--- src/rtl/dcs_pkg.sv ---
package dcs_pkg;
  typedef enum logic [1:0] {
    ST_IDLE   = 2'd0,
    ST_DESC   = 2'd1,
    ST_WAIT   = 2'd2,
    ST_ACCESS = 2'd3
  } dcs_state_e;

  localparam logic [1:0] MODE_OFF   = 2'd0;
  localparam logic [1:0] MODE_CHAIN = 2'd1;
  localparam logic [1:0] MODE_ONCE  = 2'd2;
endpackage

--- src/rtl/dcs_size_chk.sv ---
module dcs_size_chk #(
  parameter int CNT_W      = 12,
  parameter int WSEL_LSB   = 12,
  parameter int LIM_NARROW = 'h3FF,
  parameter int LIM_WIDE   = 'h7FF
) (
  input  logic [WSEL_LSB+1:0] size_i,
  output logic                valid_o,
  output logic [2:0]          width_o,
  output logic [CNT_W-1:0]    count_o
);
  localparam logic [CNT_W-1:0] LIM_N = CNT_W'(LIM_NARROW);
  localparam logic [CNT_W-1:0] LIM_W = CNT_W'(LIM_WIDE);

  logic [1:0]       code;
  logic [CNT_W-1:0] limit;
  logic             code_ok;

  assign code    = size_i[WSEL_LSB+1:WSEL_LSB];
  assign count_o = size_i[CNT_W-1:0];

  always_comb begin
    code_ok = 1'b1;
    limit   = LIM_N;
    width_o = 3'd1;
    case (code)
      2'd3: begin width_o = 3'd1; limit = LIM_N; end
      2'd2: begin width_o = 3'd2; limit = LIM_N; end
      2'd0: begin width_o = 3'd4; limit = LIM_W; end
      default: begin width_o = 3'd0; code_ok = 1'b0; end
    endcase
  end

  assign valid_o = code_ok && (count_o <= limit);
endmodule

--- src/rtl/dcs_beat_ctr.sv ---
module dcs_beat_ctr #(
  parameter int AW    = 32,
  parameter int CNT_W = 12
) (
  input  logic             clk,
  input  logic             rst_n,
  input  logic             ld_mem_i,
  input  logic [AW-1:0]    mem_i,
  input  logic             ld_cnt_i,
  input  logic [CNT_W-1:0] cnt_i,
  input  logic             beat_i,
  input  logic [2:0]       width_i,
  output logic [AW-1:0]    mem_addr_o,
  output logic [CNT_W-1:0] cnt_o,
  output logic             empty_o
);
  logic [AW-1:0]    mem_q, mem_d;
  logic [CNT_W-1:0] cnt_q, cnt_d;
  logic [CNT_W-1:0] w_cnt;

  assign w_cnt = CNT_W'(width_i);

  always_comb begin
    mem_d = mem_q;
    cnt_d = cnt_q;
    if (ld_mem_i) mem_d = mem_i;
    else if (beat_i) mem_d = mem_q + AW'(width_i);
    if (ld_cnt_i) cnt_d = cnt_i;
    else if (beat_i) cnt_d = (cnt_q > w_cnt) ? (cnt_q - w_cnt) : '0;
  end

  always_ff @(posedge clk or negedge rst_n) begin
    if (!rst_n) begin
      mem_q <= '0;
      cnt_q <= '0;
    end else begin
      mem_q <= mem_d;
      cnt_q <= cnt_d;
    end
  end

  assign mem_addr_o = mem_q;
  assign cnt_o      = cnt_q;
  assign empty_o    = (cnt_q == '0);

  p_cnt_down_r3: assert property (@(posedge clk) disable iff (!rst_n)
    (beat_i && !ld_cnt_i) |=> (cnt_o < $past(cnt_o)));
endmodule

--- src/rtl/dma_chain_seq.sv ---
module dma_chain_seq #(
  parameter int AW         = 32,
  parameter int CNT_W      = 12,
  parameter int WSEL_LSB   = 12,
  parameter int LIM_NARROW = 'h3FF,
  parameter int LIM_WIDE   = 'h7FF
) (
  input  logic                clk,
  input  logic                rst_n,
  input  logic                start_i,
  input  logic [1:0]          mode_i,
  input  logic                dir_i,
  input  logic [AW-1:0]       reg_dev_i,
  input  logic [AW-1:0]       reg_mem_i,
  input  logic [WSEL_LSB+1:0] reg_size_i,
  input  logic [AW-1:0]       reg_next_i,
  output logic                mrd_req_o,
  output logic [AW-1:0]       mrd_addr_o,
  input  logic                mrd_ack_i,
  input  logic [AW-1:0]       mrd_data_i,
  output logic                xfer_req_o,
  output logic [AW-1:0]       xfer_src_o,
  output logic [AW-1:0]       xfer_dst_o,
  output logic [2:0]          xfer_width_o,
  input  logic                xfer_ack_i,
  output logic [1:0]          state_o,
  output logic                done_o,
  output logic                err_o
);
  import dcs_pkg::*;

  dcs_state_e       state_q, state_d;
  logic [1:0]       idx_q, idx_d;
  logic [AW-1:0]    ptr_q, ptr_d;
  logic [AW-1:0]    dev_q, dev_d;
  logic [AW-1:0]    next_q, next_d;
  logic [2:0]       width_q, width_d;
  logic             chain_q, chain_d;
  logic             done_q, done_d;
  logic             err_q, err_d;

  logic [WSEL_LSB+1:0] sz_word;
  logic                sz_valid;
  logic [2:0]          sz_width;
  logic [CNT_W-1:0]    sz_cnt;
  logic                ld_mem, ld_cnt, beat;
  logic [AW-1:0]       mem_src, mem_addr;
  logic [CNT_W-1:0]    cnt_unused;
  logic                empty;

  assign sz_word = (state_q == ST_IDLE) ? reg_size_i : mrd_data_i[WSEL_LSB+1:0];
  assign mem_src = (state_q == ST_IDLE) ? reg_mem_i : mrd_data_i;

  dcs_size_chk #(
    .CNT_W(CNT_W), .WSEL_LSB(WSEL_LSB),
    .LIM_NARROW(LIM_NARROW), .LIM_WIDE(LIM_WIDE)
  ) i_size_chk (
    .size_i (sz_word),
    .valid_o(sz_valid),
    .width_o(sz_width),
    .count_o(sz_cnt)
  );

  dcs_beat_ctr #(.AW(AW), .CNT_W(CNT_W)) i_beat_ctr (
    .clk       (clk),
    .rst_n     (rst_n),
    .ld_mem_i  (ld_mem),
    .mem_i     (mem_src),
    .ld_cnt_i  (ld_cnt),
    .cnt_i     (sz_cnt),
    .beat_i    (beat),
    .width_i   (width_q),
    .mem_addr_o(mem_addr),
    .cnt_o     (cnt_unused),
    .empty_o   (empty)
  );

  always_comb begin
    state_d = state_q;
    idx_d   = idx_q;
    ptr_d   = ptr_q;
    dev_d   = dev_q;
    next_d  = next_q;
    width_d = width_q;
    chain_d = chain_q;
    done_d  = 1'b0;
    err_d   = 1'b0;
    ld_mem  = 1'b0;
    ld_cnt  = 1'b0;
    beat    = 1'b0;
    case (state_q)
      ST_IDLE: begin
        if (start_i && mode_i == MODE_ONCE) begin
          if (!sz_valid) begin
            err_d = 1'b1;
          end else begin
            dev_d   = reg_dev_i;
            next_d  = reg_next_i;
            width_d = sz_width;
            ld_mem  = 1'b1;
            ld_cnt  = 1'b1;
            chain_d = 1'b0;
            state_d = ST_WAIT;
          end
        end else if (start_i && mode_i == MODE_CHAIN) begin
          ptr_d   = {reg_next_i[AW-1:2], 2'b00};
          idx_d   = 2'd0;
          chain_d = 1'b1;
          state_d = ST_DESC;
        end
      end
      ST_DESC: begin
        if (mrd_ack_i) begin
          idx_d = idx_q + 2'd1;
          case (idx_q)
            2'd0: dev_d = mrd_data_i;
            2'd1: ld_mem = 1'b1;
            2'd2: begin
              if (!sz_valid) begin
                err_d   = 1'b1;
                state_d = ST_IDLE;
              end else begin
                width_d = sz_width;
                ld_cnt  = 1'b1;
              end
            end
            default: begin
              next_d  = mrd_data_i;
              state_d = ST_WAIT;
            end
          endcase
        end
      end
      ST_WAIT: begin
        if (mode_i == MODE_OFF) begin
          state_d = ST_IDLE;
        end else if (empty) begin
          done_d = next_q[0];
          if (chain_q && next_q[1]) begin
            ptr_d   = {next_q[AW-1:2], 2'b00};
            idx_d   = 2'd0;
            state_d = ST_DESC;
          end else begin
            state_d = ST_IDLE;
          end
        end else begin
          state_d = ST_ACCESS;
        end
      end
      default: begin
        if (xfer_ack_i) begin
          beat    = 1'b1;
          state_d = ST_WAIT;
        end
      end
    endcase
  end

  always_ff @(posedge clk or negedge rst_n) begin
    if (!rst_n) begin
      state_q <= ST_IDLE;
      idx_q   <= 2'd0;
      ptr_q   <= '0;
      dev_q   <= '0;
      next_q  <= '0;
      width_q <= 3'd4;
      chain_q <= 1'b0;
      done_q  <= 1'b0;
      err_q   <= 1'b0;
    end else begin
      state_q <= state_d;
      idx_q   <= idx_d;
      ptr_q   <= ptr_d;
      dev_q   <= dev_d;
      next_q  <= next_d;
      width_q <= width_d;
      chain_q <= chain_d;
      done_q  <= done_d;
      err_q   <= err_d;
    end
  end

  assign state_o      = state_q;
  assign done_o       = done_q;
  assign err_o        = err_q;
  assign mrd_req_o    = (state_q == ST_DESC);
  assign mrd_addr_o   = ptr_q + AW'({idx_q, 2'b00});
  assign xfer_req_o   = (state_q == ST_ACCESS);
  assign xfer_src_o   = dir_i ? mem_addr : dev_q;
  assign xfer_dst_o   = dir_i ? dev_q : mem_addr;
  assign xfer_width_o = width_q;

  p_err_idle_r8: assert property (@(posedge clk) disable iff (!rst_n)
    err_o |-> (state_o == ST_IDLE));
  p_done_end_r7: assert property (@(posedge clk) disable iff (!rst_n)
    done_o |-> ((state_o == ST_IDLE || state_o == ST_DESC) && !err_o));
  p_abort_r10: assert property (@(posedge clk) disable iff (!rst_n)
    (state_o == ST_WAIT && mode_i == MODE_OFF) |=> (state_o == ST_IDLE && !done_o));
  p_xfer_hold_r11: assert property (@(posedge clk) disable iff (!rst_n)
    (xfer_req_o && !xfer_ack_i) |=> (xfer_req_o && $stable(xfer_src_o) && $stable(xfer_dst_o)));
  p_mrd_hold_r11: assert property (@(posedge clk) disable iff (!rst_n)
    (mrd_req_o && !mrd_ack_i) |=> (mrd_req_o && $stable(mrd_addr_o)));
  p_width_code_r3: assert property (@(posedge clk) disable iff (!rst_n)
    xfer_req_o |-> $onehot(xfer_width_o));
endmodule

--- config.mk ---
export PLATFORM = sky130hd
export DESIGN_NAME = dma_chain_seq
export DESIGN_NICKNAME = d
export VERILOG_FILES = /design/src/rtl/dcs_pkg.sv /design/src/rtl/dcs_size_chk.sv /design/src/rtl/dcs_beat_ctr.sv /design/src/rtl/dma_chain_seq.sv
export SDC_FILE = /design/constraint.sdc
export NUM_CORES = 1
export LEC_CHECK = 0
export CAP_MARGIN = 10
export CORE_AREA = 4 4 117 175
export CTS_CLUSTER_SIZE = 20
export DETAILED_ROUTE_END_ITERATION = 6
export DIE_AREA = 0 0 121 179
export PLACE_DENSITY_LB_ADDON = 0.05
export SETUP_SLACK_MARGIN = 0.4
export SYNTH_ARGS = -nofsm -noshare
export SYNTH_HDL_FRONTEND = slang
export SYNTH_SLANG_ARGS = --single-unit
--- constraint.sdc ---
create_clock -name clk -period 7.6 [get_ports clk]
set_input_delay 1.9 -clock clk [delete_from_list [all_inputs] [get_ports clk]]
set_output_delay 1.9 -clock clk [all_outputs]
set_load 0.1 [all_outputs]
# Word-level counts from Yosys, hierarchy flattened
# Index checks and enable logic that the tools add are counted.
classes:
  reduce_logical: 27
  n_mux: 72
  n_eq_ne: 25
  n_lt_le_gt_ge: 2
  addsub: 4
ops:
  columns: ["operator", "n"]
  rows:
  - ["$mux W32", 18]
  - ["$pmux W32 S2", 3]
  - ["$mux W12", 3]
  - ["$add A32 B3 Y32", 1]
  - ["$add A32 B4 Y32", 1]
  - ["$mux W2", 14]
  - ["$mux W1", 20]
  - ["$ne A2 B2 Y1 const B", 8]
  - ["$mux W14", 1]
  - ["$eq A2 B2 Y1 const B", 6]
  - ["$gt A12 B3 Y1", 1]
  - ["$le A12 B11 Y1", 1]
  - ["$logic_not A12 Y1", 1]
  - ["$mux W3", 4]
  - ["$pmux W2 S3", 2]
  - ["$reduce_and A6 Y1", 2]
  - ["$sub A12 B3 Y12", 1]
  - ["$mux W11", 1]
  - ["$ne A2 B1 Y1 const B", 5]
  - ["$reduce_and A5 Y1", 2]
  - ["$reduce_bool A2 Y1", 5]
  - ["$pmux W3 S3", 1]
  - ["$reduce_or A3 Y1", 3]
  - ["$logic_not A2 Y1", 4]
  - ["14 further kinds", 22]
totals:
  in_bits: 150
  wordCells: 141
  reg_bits: 150

# Longest topological paths before layout
# Gate-level depths: netlist of the first run.
logic_depth:
  word_depth: 11
  mapped_depth: 12

# By module
# Synthesis of the first run repeated with hierarchy kept, for this count alone.
unflattened:
  hier_cells: 1126
  area_unflattened_um2: 10179.8
modules_own_cells:
  columns: ["mod", "cells_per_inst", "area_each_um2", "instances"]
  rows:
  - ["dma_chain_seq", 769, 7135.6, 1]
  - ["dcs_beat_ctr", 334, 2879.0, 1]
  - ["dcs_size_chk", 23, 165.2, 1]

# Worst setup path before layout of the first run
# Ideal clock, no wire load.
synth_path:
  path_type: "input -> output"
  startpoint: "in dir_i"
  endpoint: "out xfer_dst_o[1]"
  path_slack_ps: 1220
  required_ps: 5700
  cell_stages: 3
  arrival_time_ps: 4480
  path_cell_list: "clkbuf_1 -> clkbuf_1 -> o21ai_0"
synth_between:
  elab_chain_len: 1
synth_lines:
  columns: ["element", "line_no", "rtl"]
  rows:
  - ["start: declaration", "dma_chain_seq.sv:12", "input logic dir_i,"]
  - ["$mux W32", "dma_chain_seq.sv:190", "assign xfer_dst_o = dir_i ? dev_q : mem_addr;"]
  - ["end: declaration", "dma_chain_seq.sv:23", "output logic [AW-1:0] xfer_dst_o,"]
# No other way between the ends.

# Worst setup path after layout of the first run
layout_path:
  startpoint: "in dir_i"
  endpoint: "out xfer_dst_o[5]"
# The elaborated chain is that of the path after synthesis.

==> flow_metrics.py, run 1 <==
metrics = {
    "status": {
        "outcome": "finished clean",
    },
    "cts": {
        "clk_latency_ns": 0.43,
        "cts_max_path_buffers": 2,
        "clkTransAtPathRegs_ns": 0.07,
        "ctsResizeCount": 0,
        "cts_setup_buffers": 0,
        "cts_buffers": 17,
        "cts_root_buf": "clkbuf_16",
        "clkSinkCount": 148,
        "h-tree-depth": 4,
        "cts_tree": "built",
        "postCtsHoldBufs": 0,
    },
    "finish": {
        "stdcell_area_sq_mm": 0.0134,
        "fin_nets": 1455,
        "nFillCells": 1572,
        "area_growth_pct": 33.1,
        "multiInputGateArea_sq_mm": 0.00601,
        "drive_above_1_share": 0.157,
        "final-seq-area_sq_mm": 0.00370,
        "post-route-util": 0.705,
    },
    "sta": {
        "fmax_mhz": 161,
        "tightest_slew_ns": 1.04,
        "fin_skew_ns": 0.0124,
        "period_needed_ns": 6.20,
        "setup_tns_ns": 0,
        "drv_slew": 0,
        "rsz0062_at_grt": "no",
        "final-hold-violation-count": 0,
        "relSlewSlack": 0.305,
        "hold_ws_ns": 0.511,
        "finalCritPeriodShare": 0.815,
        "finalSetupViolations": 0,
    },
    "die": {
        "chipWidth_um": 121,
        "die-height_um": 179,
        "core_area_sq_mm": 0.0190,
        "ios": 255,
        "dieArea_sq_mm": 0.0217,
        "num_rows": 62,
        "initial_core_util": 0.529,
    },
    "run": {
        "maxCapViolations": 0,
    },
    "synthesis": {
        "syn_inst": 1065,
        "synth_top_flop_cell": "dfrtp_1",
        "synth-edff-count": 0,
        "synth_cell_types": 73,
        "yosys_register_bits": 148,
        "synth.most_common_cell": "nand2_1",
        "yosysWarnings": 0,
        "synth_top_area_cell": "dfrtp_1",
        "synth_area_sq_mm": 0.0101,
        "synth_area_per_cell_sq_um": 9.44,
        "netlist_top_cells_area": "dfrtp_1 (37%), mux2_2 (12%), nand2_1 (8.7%)",
        "synth_async_sr_flop_share": 1.00,
        "synthTopCellsByCount": "nand2_1 (232), dfrtp_1 (147), mux2_2 (103), mux2i_1 (72), o21ai_0 (45)",
        "yosysTopAreaCellShare": 0.366,
        "synth-seq-area-share": 0.368,
    },
    "critical_path": {
        "cp_slowest_cell": "clkdlybuf4s50_1",
        "end_kind": "primary output",
        "max_stage_delay_ns": 0.97,
        "path_max_fanout": 38,
        "critPathLaunchType": "input pin",
        "reg2reg_depth": 11,
        "crit_chain": "buf_2 -> buf_4 -> mux2_2 -> clkdlybuf4s50_1",
        "crit_type": "in2out",
        "crit_arrival_ns": 4.30,
        "cp.required_ns": 5.70,
    },
    "detailed_routing": {
        "drtIter0Drc": 707,
        "ant_nets": 0,
        "first_pass_iters": 5,
        "wire_per_inst_um": 21.4,
        "vias": 9174,
        "vias_per_cell": 5.89,
        "drc_errors": 0,
        "wirelength_um": 33400,
    },
    "hold_path": {
        "hold_path.class": "reg2reg",
        "holdPathStages": 1,
    },
    "placed_design": {
        "detailed_place.area_sq_mm": 0.0128,
        "dpl.hpwl_um": 24600,
        "port_buffers": 252,
        "gp_congestion": 0.916,
    },
    "global_routing": {
        "gr-total-overflow": 0,
        "grt_max_degree": 83,
        "grtUsageTotal": 0.307,
        "grt_pass1_wl_um": 51400,
        "antenna_found_initial": 0,
        "grt_pass1_vias": 9349,
    },
}
flip-flops by register name, indices dropped and copies added (netlist names):
| name | flops |
|---|---|
| state_o | 2 |
| err_o | 1 |
| i_beat_ctr.mem_addr_o | 32 |
| i_beat_ctr.cnt_o | 12 |
| xfer_width_o | 3 |
| chain_q | 1 |
| next_q | 32 |
| ptr_q | 30 |
| done_o | 1 |
| dev_q | 32 |
| idx_q | 2 |
cells in the final DEF (no fill, tap or decap), drive strengths merged, types with 3 or more instances in the layout:
master	n
clkdlybuf4s50	250
nand2	232
dfrtp	147
mux2	133
mux2i	72
o21ai	47
a21oi	38
nor2	32
nand4	29
nand3	26
inv	24
xnor2	22
xor2	21
nor2b	19
buf	19
clkbuf	18
and3	17
nor3	14
ha	13
and4	8
a221oi	8
nor4	8
and2	7
or3	7
a31oi	7
a211oi	6
a21o	5
o211ai	5
o41ai	4
bufinv	4
nor3b	3
a311o	3
a221o	3
fa	3
clkinvlp	3
nand2b	3
nor4b	3
or4b	3
o2111ai	3
metal layers:
metal | GRT usage | part of all wire | vias to the layer above | wire length [um]
li1 | - | - | 4245 | -
met1 | 0.389 | 0.40 | 4535 | 13400
met2 | 0.523 | 0.50 | 336 | 16900
met3 | 0.0647 | 0.067 | 58 | 2230
met4 | 0.101 | 0.028 | 0 | 927
met5 | 0 | 0 | - | 0
kinds of logic after synthesis:
| kind of cell | count (synthesis) | share of synthesized area |
|---|---|---|
| multiplexers | 205 | 0.232 |
| buffers and inverters | 83 | 0.0369 |
| AO/OA/AOI/OAI | 149 | 0.101 |
| other | 1 | 0.000373 |
| XOR/XNOR | 43 | 0.0374 |
| flip-flops | 148 | 0.368 |
| adder cells (fa/ha/maj) | 16 | 0.0221 |
| AND/OR/NAND/NOR | 420 | 0.202 |
worst max-delay path: cells and delay by family:
family / cells / cell delay [ns]
buf+inv: 3 / 2.01
mux: 1 / 0.36
final timing paths:
kind	from	endpoint	slack [ns]
max	dir_i	xfer_dst_o[5]	1.40
min	next_q[27]	next_q[27]	0.51
max reg2reg	state_o[1]	i_beat_ctr.mem_addr_o[5]	2.95
min reg2reg	next_q[27]	next_q[27]	0.51
max in group asynchronous	rst_n	idx_q[1]	4.61
min in group asynchronous	rst_n	i_beat_ctr.cnt_o[5]	1.54
layout make-up:
type	count	share of cell area
diodes	1	0.000187
flip-flops and latches	148	0.277
inverters	18	0.00505
repair buffers	269	0.198
multi-input cells	835	0.449
clock inverters	13	0.0146
well taps	256	0.0239
clock buffers	18	0.0328
stage by stage:
stage	std cells	worst slack (ns)
6_report	1558	1.40
5_1_grt	1557	1.33
4_1_cts	1557	1.39
3_5_place_dp	1526	1.39
3_3_place_gp	1526	1.46
2_1_floorplan	1066	1.22
Power of run 1 is left out: the tool's default activity adds up to more than one toggle a clock period on the data nets, which glitch-free logic cannot reach.
==> run 2, diff against run 1 <==
--- a/config.mk
+++ b/config.mk
@@ -6,10 +6,10 @@
 export NUM_CORES = 1
 export LEC_CHECK = 0
 export CAP_MARGIN = 10
-export CORE_AREA = 4 4 117 175
+export CORE_AREA = 4 4 121 181
 export CTS_CLUSTER_SIZE = 20
 export DETAILED_ROUTE_END_ITERATION = 6
-export DIE_AREA = 0 0 121 179
+export DIE_AREA = 0 0 125 185
 export PLACE_DENSITY_LB_ADDON = 0.05
 export SETUP_SLACK_MARGIN = 0.4
 export SYNTH_ARGS = -nofsm -noshare
==> constraint.sdc (replaced) <==
create_clock -name clk -period 6.1 [get_ports clk]
set_input_delay 1.525 -clock clk [delete_from_list [all_inputs] [get_ports clk]]
set_output_delay 1.525 -clock clk [all_outputs]
set_load 0.1 [all_outputs]
==> flow_metrics.py, run 2 (same netlist as run 1, synthesis figures left out) <==
metrics = {
    "status": {
        "outcome": "finished clean",
    },
    "placed_design": {
        "gp_congestion": 0.908,
        "dpl.hpwl_um": 24500,
        "port_buffers": 252,
    },
    "detailed_routing": {
        "drc_errors": 0,
        "vias_per_cell": 5.69,
        "ant_nets": 0,
        "wirelength_um": 32900,
        "drtIter0Drc": 594,
        "first_pass_iters": 5,
        "wire_per_inst_um": 21.0,
        "vias": 8894,
    },
    "critical_path": {
        "path_buf_inv": 2,
        "cpLargestDelayFamily": "buffers and inverters",
        "reg2reg_depth": 10,
        "crit_arrival_ns": 3.66,
        "cp.required_ns": 4.58,
        "reg2reg_from": "state_o[1]",
        "reg2reg_slack_ns": 2.17,
        "end_kind": "primary output",
        "r2r_end": "i_beat_ctr.mem_addr_o[30]",
        "max_stage_delay_ns": 1.16,
        "crit_chain": "ha_1 -> inv_1 -> fa_1 -> nor4b_2 -> nand4_1 -> xnor2_1 -> clkdlybuf4s50_1",
        "cp_slowest_cell": "clkdlybuf4s50_1",
        "critPathLaunchType": "register",
        "crit_type": "reg2out",
        "path_max_fanout": 5,
    },
    "global_routing": {
        "grt_pass1_wl_um": 50800,
        "use_met3": 0.0664,
        "antenna_found_initial": 0,
        "gr-total-overflow": 0,
        "grt_pass1_vias": 9059,
        "grt_max_degree": 65,
        "grtUsageMet2": 0.470,
        "busiest_layer": "met2",
        "grt_use_met1": 0.353,
        "grtUsageTotal": 0.279,
    },
    "finish": {
        "final_common_cell": "nand2_1",
        "mostFrequentLayoutCells": "nand2_1 (232), clkdlybuf4s50_1 (171), dfrtp_1 (147)",
        "multiInputGateArea_sq_mm": 0.00601,
        "final-seq-area_sq_mm": 0.00370,
        "fin_nets": 1452,
        "area_growth_pct": 31.3,
        "diodes": 0,
        "nFillCells": 1773,
        "drive_above_1_share": 0.216,
    },
    "sta": {
        "relSlewSlack": 0.282,
        "final-hold-violation-count": 0,
        "finalCritPeriodShare": 0.851,
        "fin_skew_ns": 0.0130,
        "fmax_mhz": 193,
        "period_needed_ns": 5.19,
        "finalSetupViolations": 0,
        "rsz0062_at_grt": "no",
        "tightest_slew_ns": 1.07,
        "drv_slew": 0,
        "setup_tns_ns": 0,
    },
    "cts": {
        "cts_root_buf": "clkbuf_16",
        "postCtsHoldBufs": 0,
        "cts_setup_buffers": 0,
        "cts_max_path_buffers": 2,
        "clkSinkCount": 148,
        "h-tree-depth": 4,
        "ctsResizeCount": 0,
        "clkTransAtPathRegs_ns": 0.07,
        "clk_latency_ns": 0.44,
        "cts_tree": "built",
        "cts_buffers": 17,
    },
    "die": {
        "chipWidth_um": 125,
        "core_area_sq_mm": 0.0203,
        "die-height_um": 185,
        "num_rows": 64,
        "initial_core_util": 0.495,
        "dieArea_sq_mm": 0.0231,
        "ios": 255,
    },
    "hold_path": {
        "hold_path.startpoint": "next_q[3]",
        "hold_path_end": "next_q[3]",
        "hold_path.class": "reg2reg",
        "holdPathStages": 1,
    },
    "run": {
        "maxCapViolations": 0,
    },
}
[run 2: worst max-delay path by stage]
stage                                endpoint  cells past startpoint           start
CTS                            mrd_addr_o[12]                      7        idx_q[0]
finish                         mrd_addr_o[12]                      7        idx_q[0]
detailed placement  i_beat_ctr.mem_addr_o[30]                     10  mrd_data_i[12]
global placement               mrd_addr_o[12]                      7        idx_q[0]
floorplan                       xfer_dst_o[1]                      3           dir_i
global route                   mrd_addr_o[12]                      7        idx_q[0]
[run 2: area by class of cell]
type | instances | area share
multi-input combinational | 835 | 0.455
tap | 264 | 0.0250
inverter | 18 | 0.00511
timing repair buffer | 266 | 0.184
clock inverter | 11 | 0.0149
clock buffer | 21 | 0.0356
sequential | 148 | 0.280
[run 2: worst register-to-register path, stage by stage (launching register included)]
cell and delay, ns:
dfrtp_1 0.65, nor2_4 0.48, nor2b_1 0.12, a21oi_1 0.22, nand2_1 0.13, ha_1 0.32
nand4_1 0.11, o21ai_0 0.35, o2111ai_2 0.40, nand2_1 0.62, mux2_2 0.41
[run 2: per-stage QoR]
stage / util / setup slack (ns) / cells / hold slack [ns] / instance area (sq um)
floorplan: - / 0.470 / 1066 / 0.454 / 10100
global placement: 0.617 / 1.30 / 1531 / 0.484 / 12500
detailed placement: 0.617 / 1.20 / 1531 / 0.484 / 12500
CTS: 0.649 / 0.813 / 1563 / 0.513 / 13200
global route: 0.649 / 0.648 / 1563 / 0.529 / 13200
finish: 0.649 / 0.911 / 1563 / 0.508 / 13200
[run 2: per-layer routing]
layer,vias up,part of all wire
li1,4243,-
met1,4306,0.41
met2,295,0.49
met3,50,0.065
met4,0,0.028
met5,-,0
Power of run 2 is left out for the same reason.
